==> src/rtl/block_averager.sv <==
module block_averager #(
  parameter int SAMPLE_W   = 8,
  parameter int LOG2_BLOCK = 2
) (
  input  logic                                 clk,
  input  logic                                 rst,
  input  logic                                 in_valid,
  input  logic signed [SAMPLE_W-1:0]           in_sample,
  input  logic                                 flush,
  output logic signed [SAMPLE_W+LOG2_BLOCK-1:0] sum_out,
  output logic signed [SAMPLE_W-1:0]           avg_out,
  output logic                                 avg_valid,
  output logic [LOG2_BLOCK:0]                  count_out,
  output logic                                 done
);
  localparam int ACC_W = SAMPLE_W + LOG2_BLOCK;
  localparam int CNT_W = LOG2_BLOCK + 1;
  localparam logic [CNT_W-1:0] LAST = CNT_W'((1 << LOG2_BLOCK) - 1);

  logic signed [ACC_W-1:0] acc;
  logic [CNT_W-1:0]        cnt;

  logic signed [ACC_W-1:0] addend, total, shifted;
  logic [CNT_W-1:0]        next_cnt;
  logic                    full, close;

  assign addend   = in_valid ? {{LOG2_BLOCK{in_sample[SAMPLE_W-1]}}, in_sample} : '0;
  assign total    = acc + addend;
  assign next_cnt = cnt + CNT_W'(in_valid);
  assign full     = in_valid && (cnt == LAST);
  assign close    = full || (flush && next_cnt != '0);
  assign shifted  = total >>> LOG2_BLOCK;

  always_ff @(posedge clk) begin
    if (rst) begin
      acc       <= '0;
      cnt       <= '0;
      sum_out   <= '0;
      avg_out   <= '0;
      avg_valid <= 1'b0;
      count_out <= '0;
      done      <= 1'b0;
    end else begin
      done <= close;
      if (close) begin
        acc       <= '0;
        cnt       <= '0;
        sum_out   <= total;
        avg_out   <= full ? shifted[SAMPLE_W-1:0] : '0;
        avg_valid <= full;
        count_out <= next_cnt;
      end else begin
        acc <= total;
        cnt <= next_cnt;
      end
    end
  end
endmodule


==> config.mk <==
export PLATFORM = sky130hd
export DESIGN_NAME = block_averager
export DESIGN_NICKNAME = d
export VERILOG_FILES = /design/src/rtl/block_averager.sv
export SDC_FILE = /design/constraint.sdc
export NUM_CORES = 1
export LEC_CHECK = 0
export ABC_AREA = 1
export BUFFER_PORTS_ARGS = -buffer_cell sky130_fd_sc_hd__buf_2
export CORE_AREA = 2 2 70 72
export CTS_BUF_LIST = sky130_fd_sc_hd__clkbuf_8 sky130_fd_sc_hd__clkbuf_16
export CTS_CLUSTER_DIAMETER = 80
export DETAILED_ROUTE_END_ITERATION = 10
export DIE_AREA = 0 0 72 74
export GPL_TIMING_DRIVEN = 0
export HOLD_SLACK_MARGIN = 0.08
export SLEW_MARGIN = 10
export SYNTH_ARGS = -nofsm -noshare
export SYNTH_HDL_FRONTEND = slang
export SYNTH_SLANG_ARGS = --single-unit
==> constraint.sdc <==
create_clock -name clk -period 2.6 [get_ports clk]
set_input_delay 0.26 -clock clk [delete_from_list [all_inputs] [get_ports clk]]
set_output_delay 0.26 -clock clk [all_outputs]
set_load 0.01 [all_outputs]
==> flow_summary.toml, run 1 <==
[power_and_ir_drop]
total_power_mw = 1.24
powerDensity_nw_per_um2 = 591
ir_drop_v = 0.000338
p_leak_nw = 1.13

[cells_and_area]
insertedDiodeCount = 0
nets = 292
postLayoutCellArea_um2 = 2100
final_cells = 322
area_growth_pct = 17.9
drive_gt1_share_pct = 24.6
utilization_pct = 45.7

[hold_path]
min_path_type = "input pin to flop"

[grt]
grt_pass1_wl_mm = 6.20
overflow = 0
antenna_found_initial = 0
grt_pass1_vias = 1460
grt_max_degree = 12
grt_usage_pct = 15.3

[clocking]
cts_buffers = 5
clk_latency_ns = 0.28
post_cts_buffers = 0
clkSinkCount = 36
path_clk_slew_ns = 0.07
clk_path_buf_depth = 2
holdBufCountCts = 0
cts_tree = "yes"
cts.repair.resized = 0
cts_root_buffer = "clkbuf_8"
htreeDepth = 2

[critical_path]
critical_path.max_fanout = 9
crit_chain = "buf_2 > buf_4 > nand2_1 > inv_1 > ha_1 > inv_1 > fa_1 > nand3b_1 > nand2_1 > nand3_1 > nand2_1 > nand2_1 > nand2_1 > nor2_4"
worst_path_most_repeated_cell = "nand2_1"
critPathLaunch = "in_valid"
r2r_end = "acc[8]"
crit_required_ns = 2.79
r2r_start = "acc[0]"
arrival_ns = 2.04
reg2reg_depth = 10
end_kind = "flop"
worstSetupStartpointType = "input pin"
path_class = "input pin to flop"
reg2reg_slack_ns = 0.81
cpMaxStageDelayCell = "fa_1"
slowest_delay_ns = 0.39
crit_path_end = "acc[8]"

[detailed_routing]
ant_nets = 0
vias = 1504
viasPerCell = 4.67
post_drt_wl_per_cell_um = 11.0
firstDrtPassIters = 4
first_iter_violations = 69
drc_errors = 0
drt-total-wl_mm = 3.54

[floorplanning]
rows = 25
io_pins = 35
core_area_um2 = 4600
die_y_um = 74
start_util_pct = 38.7
die_x_um = 72
die_area_um2 = 5330

[logic_synthesis]
syn_area_um2 = 1780
yosysSeqAreaShare_pct = 40.5
ys.flop_type = "dfxtp_1"
synth_area_leaders = "dfxtp_1, nand2_1, ha_1"
syn_area_per_cell_um2 = 7.84
synth_nets = 251
yosys.area.top_type = "dfxtp_1"
ys_ff_latch = 36
synth_cells = 227
yosysWarnings = 0
synth_edf_count = 0
synth.top_cell.area_share_pct = 40.5
async_flop_share_pct = 0
yosysUniqueCellTypes = 30

[outcome]
status = "complete, no violations"

[placed_design]
placedCellCount = 315
placed_area_um2 = 2020
io_buffer_count = 34
place_congestion = 0.795
dp_hpwl_mm = 2.72

[sta]
tns_ns = 0
min_period_over_period_pct = 71.2
timing.fmax_ghz = 0.540
tightest_slew_ns = 0.369
slew_viol_final = 0
fin_worst_skew_ns = 0.00540
setup_viol = 0
hold_viol_final = 0
fin_crit_ns = 1.85
slew_headroom_pct = 75.2
rsz0062_at_grt = "no"

[flow_run]
maxCapViolCount = 0
## cells in the mapped netlist (2+ instances only)
master    instances
nor2_1            8
a21oi_1           6
o21ai_1           2
inv_1            28
nor2_4            4
o21ai_0           9
dfxtp_1          36
nand2_1          76
xor2_1            2
nand2_2           2
nand3_1          14
ha_1             11
o21bai_1          2
nand2_4           2
buf_6             2
nor2_2            7
xnor2_1           2
nand3b_1          2
## how the worst min path moves through the flow
stage / from / end / slack, ns / cells past startpoint
after floorplan: rst / acc[5] / 0.44 / 3
after global placement: sum_out[5] / sum_out[5] / 0.44 / 2
after detailed placement: sum_out[8] / sum_out[8] / 0.44 / 2
after CTS: flush / avg_valid / 0.29 / 4
after global routing: flush / avg_valid / 0.34 / 4
final: flush / avg_valid / 0.29 / 4
## critical path: cells and delay by family
family        cells  cell delay [ns]
fa+ha+maj         2             0.57
buf+inv           4             0.41
simple gates      8             0.78
## stage by stage
step / hold slack [ns] / worst slack [ns]
2_1_floorplan: 0.438 / 0.784
3_3_place_gp: 0.435 / 0.440
3_5_place_dp: 0.440 / 0.433
4_1_cts: 0.289 / 0.723
5_1_grt: 0.340 / 0.572
6_report: 0.290 / 0.749
## state kept, by name (all words and copies together) (netlist names)
signal     count
done           1
cnt            3
avg_out        8
acc           10
sum_out       10
count_out      3
avg_valid      1
## per-layer routing
metal | vias up | global-route usage, % | part of all wire, %
met5 | - | 0 | 0
met2 | 43 | 23.9 | 44
met4 | 0 | 6.92 | 2.2
met1 | 662 | 19.7 | 49
li1 | 790 | - | -
met3 | 9 | 4.47 | 5.1
## cell families (layout without fill, tap and decap cells)
group                    Yosys count  after routing  share of synthesized area [%]
AND/OR/NAND/NOR                  121            121                           33.4
flip-flops                        36             36                           40.5
buffers and inverters             34             75                           9.28
AO/OA/AOI/OAI                     20             20                           6.04
adder cells (fa/ha/maj)           12             12                           8.85
XOR/XNOR                           4              4                           1.97
## final cells by class
class | count | area (um2)
Buffer | 4 | 50.0
Clock inverter | 2 | 12.5
Inverter | 30 | 115
Tap cell | 54 | 67.6
Clock buffer | 5 | 68.8
Multi-Input combinational cell | 157 | 895
Fill cell | 484 | 2500
Timing Repair Buffer | 34 | 170
Sequential cell | 36 | 721
## report_power, final
group	total (mW)	internal [mW]	switching [mW]
sequential	0.604	0.589	0.0159
combinational	0.262	0.0999	0.162
clock	0.376	0.181	0.194
total	1.24	0.870	0.372
## placed cells by master, fill, tap and decap left out
master and count:
o21ai_0 9, a21oi_1 6, nor2_2 7, nor3_1 1
o21bai_1 2, nand2_1 76, a21o_1 1, ha_1 11
buf_12 1, xor2_1 2, xnor2_1 2, nand3b_1 2
nand3_1 14, inv_4 1, nor2_4 4, nor2_1 8
buf_6 2, dfxtp_1 36, nand4_4 1, nand4_1 1
buf_4 1, nor2_8 1, inv_2 1, nand3_2 1
and2_2 1, clkinvlp_4 1, inv_1 28, clkbuf_8 5
nand2_4 2, fa_1 1, o21ai_1 2, clkinv_2 1
nand2_2 2, buf_2 34
No activity file was read; power rests on OpenSTA's default activity.
==> run 2: changes to the inputs <==
==> constraint.sdc (replaced) <==
create_clock -name clk -period 1.94 [get_ports clk]
set_input_delay 0.194 -clock clk [delete_from_list [all_inputs] [get_ports clk]]
set_output_delay 0.194 -clock clk [all_outputs]
set_load 0.01 [all_outputs]
==> run 2 against run 1 <==
Effect of this change: clock-buffer cell count unchanged; worst setup slack lost 0.58 ns; via count fell by 1.3%; register-to-register slack got worse by 0.64 ns; cell area increased by 0.30%; combinational power grew 34%; wire length fell by 0.79%; core utilization rose by 0.14 points; power up 34%; critical path type is now flop to flop; largest power group unchanged.
==> flow_summary.toml, run 2 (synthesis results as in run 1) <==
[outcome]
status = "complete, no violations"

[critical_path]
path_buf_inv = 1
worst_path_most_repeated_cell = "nand2_1"
path_class = "flop to flop"
crit_family = "simple AND/OR/NAND/NOR gates"
arrival_ns = 1.96
end_kind = "flop"
critical_path.max_fanout = 3
crit_required_ns = 2.13
crit_chain = "ha_1 > inv_1 > fa_1 > nand3b_1 > nand2_2 > nand3_1 > nand2_1 > nand2_1 > nand2_1 > nor2_4"
cpMaxStageDelayCell = "fa_1"
worstSetupStartpointType = "flop"
slowest_delay_ns = 0.39

[cells_and_area]
mostFrequentLayoutCells = "nand2_1, dfxtp_1, buf_2"
fillers = 485
top_regs = "acc (10), sum_out (10), avg_out (8)"
insertedDiodeCount = 0
drive_gt1_share_pct = 25.0
mostFrequentLayoutCell = "nand2_1"
nets = 292
seqCellArea_um2 = 721
postLayoutCellArea_um2 = 2110
area_growth_pct = 18.3
multi_input_area_um2 = 897

[clocking]
cts_tree = "yes"
htreeDepth = 2
clkSinkCount = 36
clk_path_buf_depth = 2
cts_root_buffer = "clkbuf_8"
cts_buffers = 5
holdBufCountCts = 0
clk_latency_ns = 0.28
path_clk_slew_ns = 0.07

[sta]
timing.fmax_ghz = 0.565
tightest_slew_ns = 0.367
setup_viol = 0
timing.hold.ws_ns = 0.226
fin_worst_skew_ns = 0.00642
rsz0062_at_grt = "no"
slew_headroom_pct = 75.3
slew_viol_final = 0
hold_viol_final = 0
tns_ns = 0
min_period_over_period_pct = 91.2
fin_crit_ns = 1.77

[detailed_routing]
firstDrtPassIters = 4
vias = 1484
viasPerCell = 4.61
drc_errors = 0
first_iter_violations = 60
drt-total-wl_mm = 3.51
post_drt_wl_per_cell_um = 10.9
ant_nets = 0

[power_and_ir_drop]
powerDensity_nw_per_um2 = 790
ir_drop_v = 0.000454
p_leak_nw = 1.14

[grt]
grt_pass1_vias = 1460
antenna_found_initial = 0
grt_usage_pct = 15.3
grt_pass1_wl_mm = 6.20
overflow = 0
grt_max_degree = 12

[floorplanning]
rows = 25
io_pins = 35
core_area_um2 = 4600
die_x_um = 72
die_area_um2 = 5330
start_util_pct = 38.7
die_y_um = 74

[placed_design]
dp_hpwl_mm = 2.72
place_congestion = 0.795
placed_area_um2 = 2020
io_buffer_count = 34

[flow_run]
maxCapViolCount = 0

[hold_path]
min_path_type = "input pin to flop"
==> run 2: cell counts in the layout (fill, tap and decap cells not counted) <==
Identical to the previous run, type by type.
==> run 2: where the power goes <==
part	leakage [nW]	internal, mW	switching, mW
sequential	0.293	0.789	0.0213
clock	0.0400	0.243	0.260
combinational	0.802	0.135	0.217
==> run 2: cell type report <==
cell class | instances | share of cell area, %
Timing Repair Buffer | 34 | 8.08
Tap cell | 54 | 3.21
Inverter | 30 | 5.47
Sequential cell | 36 | 34.2
Clock inverter | 2 | 0.594
Buffer | 4 | 2.55
Clock buffer | 5 | 3.27
Multi-Input combinational cell | 157 | 42.6
==> run 2: routing by layer <==
metal	up-vias	track usage, %	wire [um]
li1	790	-	-
met1	655	19.7	1710
met2	32	23.9	1550
met3	7	4.47	170
met4	0	6.92	76
met5	-	0	0
==> run 2: final timing paths <==
kind	startpoint	depth (start not counted)	slack (ns)	end
max	acc[0]	10	0.17	acc[8]
min	flush	4	0.23	avg_valid
max reg2reg	acc[0]	10	0.17	acc[8]
min reg2reg	sum_out[6]	2	0.45	sum_out[6]
==> run 2: stage by stage <==
step	instances	power, mW	setup WS [ns]	utilization [%]
global placement	315	1.18	-0.154	43.9
CTS	322	1.68	0.129	45.7
detailed placement	315	1.18	-0.161	43.9
finish	322	1.66	0.170	45.8
global route	322	1.77	0.0193	45.8
floorplan	227	1.09	0.190	-
==> run 2: worst reg2reg max path: cells and delay by family (launching register included) <==
family        cells  cell delay [ns]
simple gates      7             0.71
fa+ha+maj         2             0.57
buf+inv           1             0.08
flops             1             0.31
==> run 2: timing repair <==
action | 4_1_cts | 5_1_grt
endpoints found under the hold margin | 0 | 0
resized for setup | 0 | 2
setup buffers | 0 | 0
setup endpoints to repair | 0 | 3
==> run 3: changes to the inputs <==
--- a/config.mk
+++ b/config.mk
@@ -7,11 +7,11 @@
 export LEC_CHECK = 0
 export ABC_AREA = 1
 export BUFFER_PORTS_ARGS = -buffer_cell sky130_fd_sc_hd__buf_2
-export CORE_AREA = 2 2 70 72
+export CORE_AREA = 3 3 71 73
 export CTS_BUF_LIST = sky130_fd_sc_hd__clkbuf_8 sky130_fd_sc_hd__clkbuf_16
 export CTS_CLUSTER_DIAMETER = 80
 export DETAILED_ROUTE_END_ITERATION = 10
-export DIE_AREA = 0 0 72 74
+export DIE_AREA = 0 0 74 76
 export GPL_TIMING_DRIVEN = 0
 export HOLD_SLACK_MARGIN = 0.08
 export SLEW_MARGIN = 10
==> constraint.sdc (replaced) <==
create_clock -name clk -period 1.94 [get_ports clk]
set_input_delay 0.291 -clock clk [delete_from_list [all_inputs] [get_ports clk]]
set_output_delay 0.291 -clock clk [all_outputs]
set_load 0.01 [all_outputs]
==> run 3 against run 2 <==
Effect of this change: combinational power about the same; cell area grew 1.5%; clock skew is 0.00061 ns higher; largest cell class unchanged; die area grew 5.6%; clock power rose by 31%; non-clock buffer count is the same.
==> flow_summary.toml, run 3 (synthesis results as in run 1) <==
[outcome]
status = "complete, no violations"

[power_and_ir_drop]
powerDensity_nw_per_um2 = 852
p_comb_share_pct = 19.2
p_switching_mw = 0.517
intPower_mw = 1.30
p_leak_nw = 1.15
ir_drop_v = 0.000429
swShare_pct = 28.4
power_frac_clock_pct = 36.3
seq_power_share_pct = 44.5

[hold_path]
hold_path_end = "avg_valid"
min-delay-start = "flush"
min_path_type = "input pin to flop"
hold-path-cell-count = 4

[critical_path]
reg2reg_slack_ns = 0.25
critical_path.max_fanout = 9
worstSetupStartpointType = "input pin"
end_kind = "flop"
reg2reg_depth = 10
path_class = "input pin to flop"
crit_required_ns = 2.13
r2r_start = "acc[0]"
r2r_end = "acc[8]"
arrival_ns = 1.92

[grt]
grtUsageMet3_pct = 4.35
grt_pass1_wl_mm = 6.22
overflow = 0
antenna_found_initial = 0
grt_max_degree = 13
use_met2_pct = 22.1
grt_pass1_vias = 1470
use_met1_pct = 17.9
busiest_layer = "met2"
grt_usage_pct = 14.0

[sta]
tightest_slew_ns = 0.375
setup_viol = 0
fin_worst_skew_ns = 0.00703
rsz0062_at_grt = "no"
slew_viol_final = 0
fin_crit_ns = 1.73
timing.fmax_ghz = 0.577
slew_headroom_pct = 74.8
min_period_over_period_pct = 89.3
hold_viol_final = 0

[clocking]
cts_root_buffer = "clkbuf_8"
clk_latency_ns = 0.29
cts_tree = "yes"
cts_buffers = 5
holdBufCountCts = 0
clk_path_buf_depth = 2
path_clk_slew_ns = 0.08
htreeDepth = 2
clkSinkCount = 36

[placed_design]
placedCellCount = 313
io_buffer_count = 34
place_congestion = 0.800
dp_hpwl_mm = 2.70
placed_area_um2 = 2020

[floorplanning]
start_util_pct = 40.3
die_x_um = 74
die_area_um2 = 5620
io_pins = 35
core_area_um2 = 4410
rows = 24
die_y_um = 76

[detailed_routing]
drc_errors = 0
drt-total-wl_mm = 3.51
viasPerCell = 4.57
vias = 1467
ant_nets = 0
firstDrtPassIters = 4
first_iter_violations = 35
post_drt_wl_per_cell_um = 10.9

[cells_and_area]
nets = 292
mostFrequentLayoutCell = "nand2_1"
insertedDiodeCount = 0
top_regs = "acc (10), sum_out (10), avg_out (8)"
drive_gt1_share_pct = 26.0
mostFrequentLayoutCells = "nand2_1, dfxtp_1, buf_2"
postLayoutCellArea_um2 = 2140
final_cells = 321
area_growth_pct = 20.1
fillers = 468

[flow_run]
maxCapViolCount = 0
==> run 3: worst max path at each step <==
stage          slack (ns)     start         end
2_1_floorplan        0.09  in_valid      acc[8]
3_3_place_gp        -0.24  in_valid      acc[8]
3_5_place_dp        -0.23  in_valid      acc[8]
4_1_cts              0.06  in_valid      acc[8]
5_1_grt              0.02  in_valid  avg_out[6]
6_report             0.21  in_valid      acc[8]
==> run 3: worst max-delay path, stage by stage <==
cell and delay, ns:
buf_2 0.10, buf_6 0.15, nand2_1 0.06, inv_1 0.06
ha_2 0.18, inv_1 0.07, fa_2 0.35, nand3b_1 0.18
nand2_2 0.10, nand3_1 0.10, nand2_1 0.08, nand2_1 0.07
nand2_1 0.11, nor2_4 0.03
==> run 3: power groups by stage <==
| stage | registers [mW] | clock network (mW) | logic [mW] |
|---|---|---|---|
| floorplan | 0.838 | 0 | 0.248 |
| global placement | 0.827 | 0 | 0.350 |
| detailed placement | 0.828 | 0 | 0.350 |
| CTS | 0.811 | 0.676 | 0.352 |
| global route | 0.816 | 0.702 | 0.398 |
| finish | 0.811 | 0.661 | 0.349 |
==> run 3: area by class of cell <==
class / count / area (um2) / share of cell area (%)
multi-input combinational: 157 / 902 / 42.2
clock inverter: 3 / 42.5 / 1.99
timing repair buffer: 34 / 170 / 7.96
inverter: 30 / 115 / 5.38
clock buffer: 5 / 68.8 / 3.22
tap: 52 / 65.1 / 3.04
buffer: 4 / 53.8 / 2.52
sequential: 36 / 721 / 33.7
==> run 3: what timing repair did <==
item                                    in CTS  in global routing
gates resized for setup                      0                  4
endpoints found under the hold margin        0                  0
buffers inserted                             0                  0
endpoints found under the setup margin       0                  8
==> run 3: per-stage QoR <==
stage	total power, mW	utilization (%)	setup WS, ns	setup TNS [ns]	hold WS, ns
finish	1.82	48.4	0.207	0	0.297
floorplan	1.09	-	0.0932	0	0.469
global route	1.92	48.4	0.0161	0	0.325
global placement	1.18	45.7	-0.241	-1.78	0.435
detailed placement	1.18	45.7	-0.232	-1.74	0.437
CTS	1.84	48.2	0.0624	0	0.295
==> run 3: per-layer routing <==
layer  share of wire, %  routed length, um
met1                 50               1750
met2                 44               1540
met3                4.6                163
met4                1.5                 51
met5                  0                  0
